File: src/rtl/defl_regbank_pkg.sv
package defl_regbank_pkg;

    localparam int REG_W    = 8;
    localparam int NUM_REGS = 16;
    localparam int XCLR_BIT = 6;

    typedef logic [REG_W-1:0] byte_t;

    typedef enum logic [2:0] {
        ST_IDLE,
        ST_ADDR,
        ST_SUB,
        ST_WDATA,
        ST_ACK,
        ST_TX,
        ST_RACK,
        ST_WAIT
    } slv_state_e;

    typedef struct packed {
        logic  valid;
        byte_t idx;
        byte_t data;
    } wr_req_t;

    typedef struct packed {
        logic hlock;
        logic vlock;
        logic xray;
        logic hpol;
        logic vpol;
        logic vext;
        logic sepdet;
        logic spare;
    } status_t;

    function automatic byte_t reg_default(input int idx);
        byte_t v;
        case (idx)
            1, 4, 6, 10:  v = 8'h40;
            5, 11:        v = 8'hC0;
            7, 8, 15:     v = 8'h20;
            9, 13, 14:    v = 8'hA0;
            default:      v = 8'h00;
        endcase
        return v;
    endfunction

endpackage

File: src/rtl/i2c_line_sync.sv
module i2c_line_sync #(
    parameter int STAGES = 2
) (
    input  logic clk,
    input  logic rst,
    input  logic scl_raw,
    input  logic sda_raw,
    output logic scl_s,
    output logic sda_s,
    output logic scl_rise,
    output logic scl_fall,
    output logic start_det,
    output logic stop_det
);
    logic [STAGES-1:0] scl_pipe, sda_pipe;
    logic              scl_q, sda_q;

    always_ff @(posedge clk) begin
        if (rst) begin
            scl_pipe <= '1;
            sda_pipe <= '1;
            scl_q    <= 1'b1;
            sda_q    <= 1'b1;
        end else begin
            scl_pipe <= {scl_pipe[STAGES-2:0], scl_raw};
            sda_pipe <= {sda_pipe[STAGES-2:0], sda_raw};
            scl_q    <= scl_pipe[STAGES-1];
            sda_q    <= sda_pipe[STAGES-1];
        end
    end

    assign scl_s     = scl_pipe[STAGES-1];
    assign sda_s     = sda_pipe[STAGES-1];
    assign scl_rise  = scl_s & ~scl_q;
    assign scl_fall  = ~scl_s & scl_q;
    assign start_det = scl_s & scl_q & sda_q & ~sda_s;
    assign stop_det  = scl_s & scl_q & ~sda_q & sda_s;

endmodule

File: src/rtl/status_sync.sv
module status_sync #(
    parameter int WIDTH  = 7,
    parameter int STAGES = 2
) (
    input  logic             clk,
    input  logic             rst,
    input  logic [WIDTH-1:0] d_in,
    output logic [WIDTH-1:0] d_out
);
    logic [WIDTH-1:0] pipe_q [STAGES];

    generate
        for (genvar s = 0; s < STAGES; s++) begin : g_stage
            always_ff @(posedge clk) begin
                if (rst)
                    pipe_q[s] <= '0;
                else if (s == 0)
                    pipe_q[s] <= d_in;
                else
                    pipe_q[s] <= pipe_q[(s == 0) ? 0 : s-1];
            end
        end
    endgenerate

    assign d_out = pipe_q[STAGES-1];

endmodule

File: src/rtl/i2c_slave_engine.sv
module i2c_slave_engine
    import defl_regbank_pkg::*;
#(
    parameter logic [6:0] SLAVE_ADDR = 7'h46,
    parameter int         NUM_REGS_P = NUM_REGS
) (
    input  logic    clk,
    input  logic    rst,
    input  logic    scl_s,
    input  logic    sda_s,
    input  logic    scl_rise,
    input  logic    scl_fall,
    input  logic    start_det,
    input  logic    stop_det,
    input  byte_t   status_byte,
    output logic    sda_oe,
    output wr_req_t wr
);
    localparam byte_t LAST_SUB = byte_t'(NUM_REGS_P - 1);

    slv_state_e state_q, after_q;
    byte_t      sh_q, tx_q, ptr_q;
    logic [2:0] bitcnt_q;
    logic       full_q, ack_q, ptr_ok_q, mack_q;
    byte_t      rx_byte;

    assign rx_byte = {sh_q[6:0], sda_s};

    always_ff @(posedge clk) begin
        if (rst) begin
            state_q  <= ST_IDLE;
            after_q  <= ST_IDLE;
            sh_q     <= '0;
            tx_q     <= '0;
            ptr_q    <= '0;
            bitcnt_q <= '0;
            full_q   <= 1'b0;
            ack_q    <= 1'b0;
            ptr_ok_q <= 1'b0;
            mack_q   <= 1'b0;
            sda_oe   <= 1'b0;
            wr       <= '0;
        end else begin
            wr.valid <= 1'b0;
            if (start_det) begin
                state_q  <= ST_ADDR;
                bitcnt_q <= '0;
                full_q   <= 1'b0;
                ptr_ok_q <= 1'b0;
                sda_oe   <= 1'b0;
            end else if (stop_det) begin
                state_q  <= ST_IDLE;
                full_q   <= 1'b0;
                ptr_ok_q <= 1'b0;
                sda_oe   <= 1'b0;
            end else begin
                case (state_q)
                    ST_ADDR, ST_SUB, ST_WDATA: begin
                        if (scl_rise && !full_q) begin
                            sh_q     <= rx_byte;
                            bitcnt_q <= bitcnt_q + 3'd1;
                            if (bitcnt_q == 3'd7) begin
                                full_q <= 1'b1;
                                if (state_q == ST_ADDR) begin
                                    ack_q   <= (rx_byte[7:1] == SLAVE_ADDR);
                                    after_q <= (rx_byte[7:1] != SLAVE_ADDR) ? ST_WAIT :
                                               (rx_byte[0] ? ST_TX : ST_SUB);
                                end else if (state_q == ST_SUB) begin
                                    if (rx_byte <= LAST_SUB) begin
                                        ack_q    <= 1'b1;
                                        ptr_q    <= rx_byte;
                                        ptr_ok_q <= 1'b1;
                                        after_q  <= ST_WDATA;
                                    end else begin
                                        ack_q   <= 1'b0;
                                        after_q <= ST_WAIT;
                                    end
                                end else begin
                                    if (ptr_ok_q) begin
                                        ack_q    <= 1'b1;
                                        wr.valid <= 1'b1;
                                        wr.idx   <= ptr_q;
                                        wr.data  <= rx_byte;
                                        ptr_q    <= ptr_q + 8'd1;
                                        if (ptr_q == LAST_SUB)
                                            ptr_ok_q <= 1'b0;
                                        after_q  <= ST_WDATA;
                                    end else begin
                                        ack_q   <= 1'b0;
                                        after_q <= ST_WAIT;
                                    end
                                end
                            end
                        end
                        if (scl_fall && full_q) begin
                            full_q  <= 1'b0;
                            sda_oe  <= ack_q;
                            state_q <= ST_ACK;
                        end
                    end
                    ST_ACK: begin
                        if (scl_fall) begin
                            bitcnt_q <= '0;
                            state_q  <= after_q;
                            if (after_q == ST_TX) begin
                                tx_q   <= status_byte;
                                sda_oe <= ~status_byte[7];
                            end else begin
                                sda_oe <= 1'b0;
                            end
                        end
                    end
                    ST_TX: begin
                        if (scl_fall) begin
                            if (bitcnt_q == 3'd7) begin
                                sda_oe   <= 1'b0;
                                bitcnt_q <= '0;
                                state_q  <= ST_RACK;
                            end else begin
                                tx_q     <= {tx_q[6:0], 1'b0};
                                sda_oe   <= ~tx_q[6];
                                bitcnt_q <= bitcnt_q + 3'd1;
                            end
                        end
                    end
                    ST_RACK: begin
                        if (scl_rise)
                            mack_q <= ~sda_s;
                        if (scl_fall) begin
                            if (mack_q) begin
                                tx_q    <= status_byte;
                                sda_oe  <= ~status_byte[7];
                                state_q <= ST_TX;
                            end else begin
                                state_q <= ST_WAIT;
                            end
                        end
                    end
                    default: ;
                endcase
            end
        end
    end

    // drive level moves only while the bus clock is low
    assert_sda_scl_low_R11: assert property (@(posedge clk) disable iff (rst)
        !$stable(sda_oe) |-> !scl_s);

    // a START always brings the engine back to address reception
    assert_start_restart_R10: assert property (@(posedge clk) disable iff (rst)
        start_det |=> (state_q == ST_ADDR) && !sda_oe);

    // once the engine gives up a transaction it keeps SDA released
    assert_wait_released_R8: assert property (@(posedge clk) disable iff (rst)
        (state_q == ST_WAIT) |-> !sda_oe);

    // no data write may target a register beyond the last one
    assert_wr_in_range_R6: assert property (@(posedge clk) disable iff (rst)
        wr.valid |-> (wr.idx <= LAST_SUB));

endmodule

File: src/rtl/ctrl_reg_file.sv
module ctrl_reg_file
    import defl_regbank_pkg::*;
#(
    parameter int NUM_REGS_P = NUM_REGS,
    parameter int CLR_BIT    = XCLR_BIT
) (
    input  logic                          clk,
    input  logic                          rst,
    input  wr_req_t                       wr,
    input  logic                          commit_i,
    output logic [NUM_REGS_P*REG_W-1:0]   live_flat_o,
    output logic                          xray_clr_o
);
    logic [NUM_REGS_P*REG_W-1:0] stage_flat;

    generate
        for (genvar g = 0; g < NUM_REGS_P; g++) begin : g_reg
            byte_t stage_q, live_q;
            always_ff @(posedge clk) begin
                if (rst) begin
                    stage_q <= reg_default(g);
                    live_q  <= reg_default(g);
                end else begin
                    if (wr.valid && (wr.idx == byte_t'(g)))
                        stage_q <= wr.data;
                    if (commit_i)
                        live_q <= stage_q;
                end
            end
            assign stage_flat[g*REG_W +: REG_W]  = stage_q;
            assign live_flat_o[g*REG_W +: REG_W] = live_q;
        end
    endgenerate

    always_ff @(posedge clk) begin
        if (rst)
            xray_clr_o <= 1'b0;
        else
            xray_clr_o <= wr.valid && (wr.idx == 8'h00) && wr.data[CLR_BIT];
    end

    // live copy is frozen outside the retrace strobe
    assert_live_hold_R5: assert property (@(posedge clk) disable iff (rst)
        !commit_i |=> $stable(live_flat_o));

    // a strobe copies the whole staging set
    assert_commit_copy_R5: assert property (@(posedge clk) disable iff (rst)
        commit_i |=> (live_flat_o == $past(stage_flat)));

    // release request is a single-cycle pulse
    assert_clr_single_R9: assert property (@(posedge clk) disable iff (rst)
        xray_clr_o |=> !xray_clr_o);

endmodule

File: src/rtl/defl_ctrl_regbank.sv
module defl_ctrl_regbank
    import defl_regbank_pkg::*;
#(
    parameter logic [6:0] SLAVE_ADDR  = 7'h46,
    parameter int         NUM_REGS_P  = NUM_REGS,
    parameter int         SYNC_STAGES = 2
) (
    input  logic                        clk,
    input  logic                        rst,
    input  logic                        scl_i,
    input  logic                        sda_i,
    output logic                        sda_oe_o,
    input  logic                        vretrace_i,
    input  logic                        hlock_i,
    input  logic                        vlock_i,
    input  logic                        xray_latched_i,
    input  logic                        hpol_i,
    input  logic                        vpol_i,
    input  logic                        vext_det_i,
    input  logic                        sep_det_i,
    output logic [NUM_REGS_P*REG_W-1:0] live_regs_o,
    output logic                        xray_clr_o
);
    localparam int STAT_W = 7;

    logic    scl_s, sda_s, scl_rise, scl_fall, start_det, stop_det;
    logic [STAT_W-1:0] stat_raw, stat_s;
    status_t stat;
    wr_req_t wr;

    i2c_line_sync #(.STAGES(SYNC_STAGES)) u_sync (
        .clk(clk), .rst(rst), .scl_raw(scl_i), .sda_raw(sda_i),
        .scl_s(scl_s), .sda_s(sda_s), .scl_rise(scl_rise), .scl_fall(scl_fall),
        .start_det(start_det), .stop_det(stop_det)
    );

    assign stat_raw = {hlock_i, vlock_i, xray_latched_i, hpol_i, vpol_i,
                       vext_det_i, sep_det_i};

    status_sync #(.WIDTH(STAT_W), .STAGES(SYNC_STAGES)) u_stat (
        .clk(clk), .rst(rst), .d_in(stat_raw), .d_out(stat_s)
    );

    always_comb begin
        stat        = '0;
        stat.hlock  = stat_s[6];
        stat.vlock  = stat_s[5];
        stat.xray   = stat_s[4];
        stat.hpol   = stat_s[3];
        stat.vpol   = stat_s[2];
        stat.vext   = stat_s[1];
        stat.sepdet = stat_s[0];
    end

    i2c_slave_engine #(.SLAVE_ADDR(SLAVE_ADDR), .NUM_REGS_P(NUM_REGS_P)) u_eng (
        .clk(clk), .rst(rst), .scl_s(scl_s), .sda_s(sda_s),
        .scl_rise(scl_rise), .scl_fall(scl_fall),
        .start_det(start_det), .stop_det(stop_det),
        .status_byte(byte_t'(stat)), .sda_oe(sda_oe_o), .wr(wr)
    );

    ctrl_reg_file #(.NUM_REGS_P(NUM_REGS_P)) u_regs (
        .clk(clk), .rst(rst), .wr(wr), .commit_i(vretrace_i),
        .live_flat_o(live_regs_o), .xray_clr_o(xray_clr_o)
    );

endmodule

File: config.mk
export PLATFORM = sky130hd
export DESIGN_NAME = defl_ctrl_regbank
export DESIGN_NICKNAME = d
export VERILOG_FILES = /design/src/rtl/defl_regbank_pkg.sv /design/src/rtl/i2c_line_sync.sv /design/src/rtl/status_sync.sv /design/src/rtl/i2c_slave_engine.sv /design/src/rtl/ctrl_reg_file.sv /design/src/rtl/defl_ctrl_regbank.sv
export SDC_FILE = /design/constraint.sdc
export NUM_CORES = 1
export LEC_CHECK = 0
export ABC_AREA = 1
export CORE_ASPECT_RATIO = 0.6
export CORE_UTILIZATION = 28
export DETAILED_ROUTE_END_ITERATION = 10
export DONT_BUFFER_PORTS = 1
export PLACE_DENSITY = 0.5
export SLEW_MARGIN = 20
export SYNTH_ARGS = -nofsm -noshare
export SYNTH_HDL_FRONTEND = slang
export SYNTH_SLANG_ARGS = --single-unit
File: constraint.sdc
create_clock -name clk -period 1.55 [get_ports clk]
set_input_delay 0.0775 -clock clk [delete_from_list [all_inputs] [get_ports clk]]
set_output_delay 0.0775 -clock clk [all_outputs]
set_load 0.03 [all_outputs]
== Word level (Yosys, flattened, before mapping) ==
Memories as Yosys holds them, arrays and structs flattened.
Cells that the tools add are included.

* Register bits after elaboration: 316
* Word-level logic and storage cells: 218
* Input bits: 12
* Output and inout bits: 130
* Memories: 1
* RAM bits: 14

* Reductions and logical operators: 44
* Mux-type cells: 55
* Add/subtract/negate cells: 2
* Magnitude comparators: 1
* Bitwise logic cells: 22
* Equal/unequal tests: 41

{| class="wikitable"
|+ Memory list
! memory !! words !! bits a word !! read ports !! clocked after memory_dff !! wr ports !! line !! text
|-
| u_stat.pipe_q || 2 || 7 || 2 || 0 || 2 || status_sync.sv:10 || <nowiki>logic [WIDTH-1:0] pipe_q [STAGES];</nowiki>
|}

{| class="wikitable"
|+ Operators with widths
! operator !! count
|-
| $eq 8x4->1 const B || 9
|-
| $mux 7 || 8
|-
| $mux 3 || 15
|-
| $eq 8x3->1 const B || 4
|-
| $mux 8 || 3
|-
| $mux 1 || 23
|-
| $pmux 7 s3 || 1
|-
| $ne 4x3->1 const B || 5
|-
| $logic_and 1x1->1 || 19
|-
| $reduce_and 6->1 || 3
|-
| $mux 17 || 1
|-
| $eq 8x2->1 const B || 2
|-
| $ne 2x1->1 const B || 8
|-
| $reduce_and 8->1 || 2
|-
| $eq 3x3->1 const B || 5
|-
| $reduce_and 5->1 || 3
|-
| $not 1->1 || 13
|-
| $pmux 3 s4 || 1
|-
| $pmux 3 s3 || 1
|-
| $reduce_and 9->1 || 1
|-
| $add 8x1->8 const B || 1
|-
| $eq 8x1->1 const B || 1
|-
| $le 8x4->1 const B || 1
|-
| $logic_not 8->1 || 1
|-
| 20 further kinds || 34
|}

== Depth between registers and ports, before layout ==
* Depth in word-level cells: 7
* Mapped depth: 11
* Gate-level depth less buffers: 10

== Cells and area by module ==
Synthesis repeated with hierarchy kept, for this count alone.

* Cells, all modules: 1771
* Area total of the unflattened synthesis: 12946.2 um^2

{| class="wikitable"
|+ Modules (own cells, without submodules)
! module !! cells each !! area an instance (um^2) !! sequential area each (um^2) !! times used
|-
| ctrl_reg_file || 1302 || 9711.8 || 5144.9 || 1
|-
| i2c_slave_engine || 401 || 2636.3 || 1061.0 || 1
|-
| status_sync || 43 || 396.6 || 280.3 || 1
|-
| i2c_line_sync || 24 || 197.7 || 120.1 || 1
|-
| defl_ctrl_regbank || 1 || 3.8 || 0.0 || 1
|}

== Worst setup path before layout ==
Ideal clock, no wire load.

* Path kind: register to register
* From: register u_eng.bitcnt_q[0]
* To: register, netlist name u_eng.wr[10]
* Path slack: 0.052 ns
* Data required time: 1.434 ns
* Arrival: 1.382 ns
* Setup time: 0.116 ns
* Cell stages (with the launch flop): 11
* Buffers on the path: 1
* Period minus slack after synthesis: 1.498 ns
* Cell sequence: dfxtp_1 > ha_1 > ha_1 > inv_1 > nor2_1 > nand2_2 > nor2_4 > inv_2 > buf_4 > nor2_1 > nor2_1

* Longest elaborated chain between the ends: 2

{| class="wikitable"
|+ RTL lines
! what !! line !! text
|-
| from (decl) || i2c_slave_engine.sv:23 || <nowiki>logic [2:0] bitcnt_q;</nowiki>
|-
| from (signal assigned) || i2c_slave_engine.sv:61 || <nowiki>bitcnt_q <= bitcnt_q + 3'd1;</nowiki>
|-
| from (signal assigned) || i2c_slave_engine.sv:122 || <nowiki>bitcnt_q <= bitcnt_q + 3'd1;</nowiki>
|-
| $eq 3x3->1 || i2c_slave_engine.sv:62 || <nowiki>if (bitcnt_q == 3'd7) begin</nowiki>
|-
| $reduce_and 8->1 (no line) || n/a ||
|}

Every way passes these cells.
A chain may end at the register's enable or synchronous reset.

== Final worst setup path ==
* From: register, netlist name u_eng.wr[15]
* To: register u_regs.g_reg[13].stage_q[1]

* Longest elaborated chain between the ends: 2

{| class="wikitable"
|+ RTL lines
! what !! line !! text
|-
| $eq 8x4->1 || ctrl_reg_file.sv:24 || <nowiki>if (wr.valid && (wr.idx == byte_t'(g)))</nowiki>
|-
| $logic_and 1x1->1 || ctrl_reg_file.sv:24 ||
|-
| to (signal assigned) || ctrl_reg_file.sv:21 || <nowiki>stage_q <= reg_default(g);</nowiki>
|-
| to (signal assigned) || ctrl_reg_file.sv:25 || <nowiki>stage_q <= wr.data;</nowiki>
|-
| to (decl) || ctrl_reg_file.sv:18 || <nowiki>byte_t stage_q, live_q;</nowiki>
|}

Every way passes these cells.

==> run_results.csv <==
group,metric,value,unit
synth,ys_types,34,
synth,synth_top_cell_area_share,54.1,%
clocking,cts_tree,"built",
sta,rsz0062_at_grt,"yes",
worst_setup_path,cp_cell_sequence,"nor2_2 > nand2_4 > nor2_2 > nand2_2 > nor2_1 > nor2_1",
power_and_ir_drop,clkPwrFrac,49.0,%
synth,synth_edf_count,0,
sta,tightest_slew,0.855,ns
synth,synth_top_area_cell,"dfxtp_1",
layout,synthToLayoutAreaGrowth,24.5,%
global_routing,grt_max_degree,147,
synth,yosysMostFrequentCell,"nor2_1",
placement,port_buffers,0,
synth,yosysWarningCount,0,
sta,finalClockSkew,0.0320,ns
clocking,cts_sinks,329,
synth,syn_inst,1582,
worst_setup_path,slowest_stage,"dfxtp_1",
synth,netlist_area,12200,um2
min_path,min_path_type,"primary input to flop",
flow_run,maxCapViolCount,0,
placement,gp_routability_congestion,0.827,
sta,fin_crit_sh,95.8,%
clocking,htree_levels,2,
power_and_ir_drop,p_total,19.2,mW
clocking,clk_pin_slew,0.06,ns
sta,period_needed,1.49,ns
sta,slew_violations,0,
drt,drc,0,
clocking,root_buffer,"clkbuf_16",
floorplanning,dieArea,44300,um2
power_and_ir_drop,swShare,23.7,%
worst_setup_path,end_kind,"flop",
floorplanning,ios,142,
sta,hold_slack,-0.366,ns
global_routing,grt_use_total,16.4,%
power_and_ir_drop,power.internal,14.6,mW
floorplanning,core,42400,um2
drt,antenna_left,0,
global_routing,grt_first_pass_wirelength,57300,um
worst_setup_path,critPathLaunchType,"flop",
status,status,"finished with violations",
drt,first_iter_violations,797,
synth,ys.flop_type,"dfxtp_1",
layout,num-fill-cells,4426,
synth,ys_top_cells_by_count,"395 x nor2_1, 329 x dfxtp_1, 253 x o21ai_0",
sta,max_freq,0.673,GHz
placement,dp_cells,2135,
power_and_ir_drop,powerDensity,1260,nW/um2
worst_setup_path,path_max_fanout,10,
sta,timing.final.ws_setup,0.0643,ns
placement,pre_cts_slack,-0.0148,ns
synth,synth-seq-cells,329,
sta,setup_viol,0,
synth,synth_fp_nets,1597,
sta,finalHoldViolCount,99,
global_routing,grt_pass1_vias,9787,
synth,synthTopCellsByArea,"dfxtp_1 54%, nor2_1 12%, o21ai_0 10%",
placement,dp_hpwl,24400,um
floorplanning,start_util,28.7,%
power_and_ir_drop,pwr-share-comb,3.6,%
power_and_ir_drop,p_leak,6.33,nW
synth,async_flop_share,0,%
drt,via_per_inst,4.72,
power_and_ir_drop,vdd_drop_max,0.613,mV
synth,avgSynthCellArea,7.69,um2
power_and_ir_drop,p_switching,4.53,mW
drt,drt_pass1_iterations,5,
drt,wl_per_cell,16.3,um
synth,synth_seq_area_share,54.1,%
worst_setup_path,crit_arrival,1.91,ns
global_routing,antenna_found_initial,1,
floorplanning,die_x,271,um
layout,design_area,15100,um2
worst_setup_path,crit_type,"flop to flop",
drt,vias,10617,
status,violations,"negative hold slack",
global_routing,overflow,0,
layout,fin_nets,1670,
power_and_ir_drop,seq_power_share,47.4,%
placement,placed_area,13200,um2
floorplanning,placement_rows,58,
clocking,clockBufferDepth,3,
floorplanning,die_y,163,um
drt,drt_wl_total,36800,um
clocking,clock_latency,0.55,ns
clocking,numCtsBuffers,35,
worst_setup_path,max_stage_delay,0.32,ns
layout,final_cells,2251,
worst_setup_path,worstPathRequired,1.98,ns
layout,final_layout_size_suffix_gt1_share,12.9,%
sta,relSlewSlack,42.8,%
[layout by cell type (no fill, tap or decap), types with 8 or more instances in the layout]
| master | instances |
|---|---|
| o21ai_0 | 231 |
| nand2_1 | 164 |
| inv_1 | 72 |
| a21oi_1 | 131 |
| o21ai_1 | 22 |
| dfxtp_1 | 323 |
| buf_4 | 73 |
| nor2_1 | 392 |
| bufinv_16 | 8 |
| nand3_1 | 51 |
| buf_12 | 11 |
| o211ai_1 | 17 |
| dlygate4sd3_1 | 40 |
| nand2_2 | 16 |
| clkbuf_16 | 36 |
[metal layers]
| metal | global-route usage (%) | up-vias | routed length (um) |
|---|---|---|---|
| li1 | - | 5319 | - |
| met1 | 24.5 | 5002 | 19000 |
| met2 | 22.8 | 243 | 14700 |
| met3 | 4.01 | 53 | 2390 |
| met4 | 4.32 | 0 | 740 |
| met5 | 0 | - | 0 |
[through the flow]
stage / hold slack, ns / setup TNS (ns) / utilization (%)
floorplan: 0.181 / 0 / -
global placement: 0.154 / 0 / 31.1
detailed placement: 0.156 / -0.0256 / 31.1
CTS: -0.393 / 0 / 35.0
global route: -0.380 / -0.484 / 35.7
finish: -0.366 / 0 / 35.7
[layout make-up]
cell class	instances	area, um2	share of cell area (%)
Antenna cell	1	2.50	0.0165
Clock buffer	42	942	6.22
Clock inverter	20	323	2.13
Inverter	84	335	2.21
Multi-Input combinational cell	1074	4970	32.8
Sequential cell	329	6590	43.5
Tap cell	570	713	4.71
Timing Repair Buffer	131	1260	8.35
[power groups by stage]
stage / Sequential [mW] / Combinational (mW) / Clock (mW)
2_1_floorplan: 9.23 / 0.461 / 0
3_3_place_gp: 9.27 / 0.581 / 0
3_5_place_dp: 9.27 / 0.585 / 0
4_1_cts: 9.08 / 0.687 / 9.61
5_1_grt: 9.10 / 0.794 / 10.0
6_report: 9.08 / 0.696 / 9.38
[flip-flops by register name, summed over array words and instances (netlist names), 2 cells and up]
register	cells
u_regs.g.stage_q	128
u_eng.wr	17
u_eng.bitcnt_q	3
u_eng.sh_q	7
u_stat.pipe_q	14
u_eng.after_q	3
u_regs.g.live_q	128
u_eng.tx_q	6
u_eng.state_q	3
u_sync.sda_pipe	2
u_sync.scl_pipe	2
u_eng.ptr_q	8
[what timing repair did]
| action | 4_1_cts | 5_1_grt |
|---|---|---|
| pin swaps | 0 | 11 |
| hold buffers | 38 | 3 |
| setup endpoints to repair | 10 | 147 |
| buffers inserted | 0 | 10 |
| hold endpoints to repair | 200 | 102 |
| gates cloned | 0 | 2 |
| gates resized for setup | 3 | 71 |
[path summary, 6_finish.rpt]
kind,end,cells after the start,from,slack (ns)
setup / recovery,u_regs.g_reg[13].stage_q[1]$_SDFFE_PP0P_,6,u_eng.wr[15]$_SDFFE_PP0P_,0.06
hold / removal,u_regs.g_reg[1].live_q[5]$_SDFFE_PP0P_,1,vretrace_i,-0.37
setup reg to reg,u_regs.g_reg[13].stage_q[1]$_SDFFE_PP0P_,6,u_eng.wr[15]$_SDFFE_PP0P_,0.06
hold reg to reg,u_stat.pipe_q[1][5]$_SDFF_PP0_,2,u_stat.pipe_q[0][5]$_SDFF_PP0_,0.40
[kinds of logic (layout without fill, tap and decap cells)]
family / Yosys count / in the layout / synth area share (%)
AOI/OAI and AO/OA: 408 / 408 / 17.2
xor gates and xnor gates: 1 / 1 / 0.0720
adders and majority gates: 3 / 3 / 0.309
buffers and inverters: 179 / 277 / 6.07
DFF: 329 / 329 / 54.1
other: 0 / 1 / 0
and+or+nand+nor: 662 / 662 / 22.2
[critical path, delay by kind of cell (launching register included)]
family           cells  cell delay, ns
flip-flops           1            0.32
AND/OR/NAND/NOR      6            1.06
No activity file was read; power rests on OpenSTA's default activity.
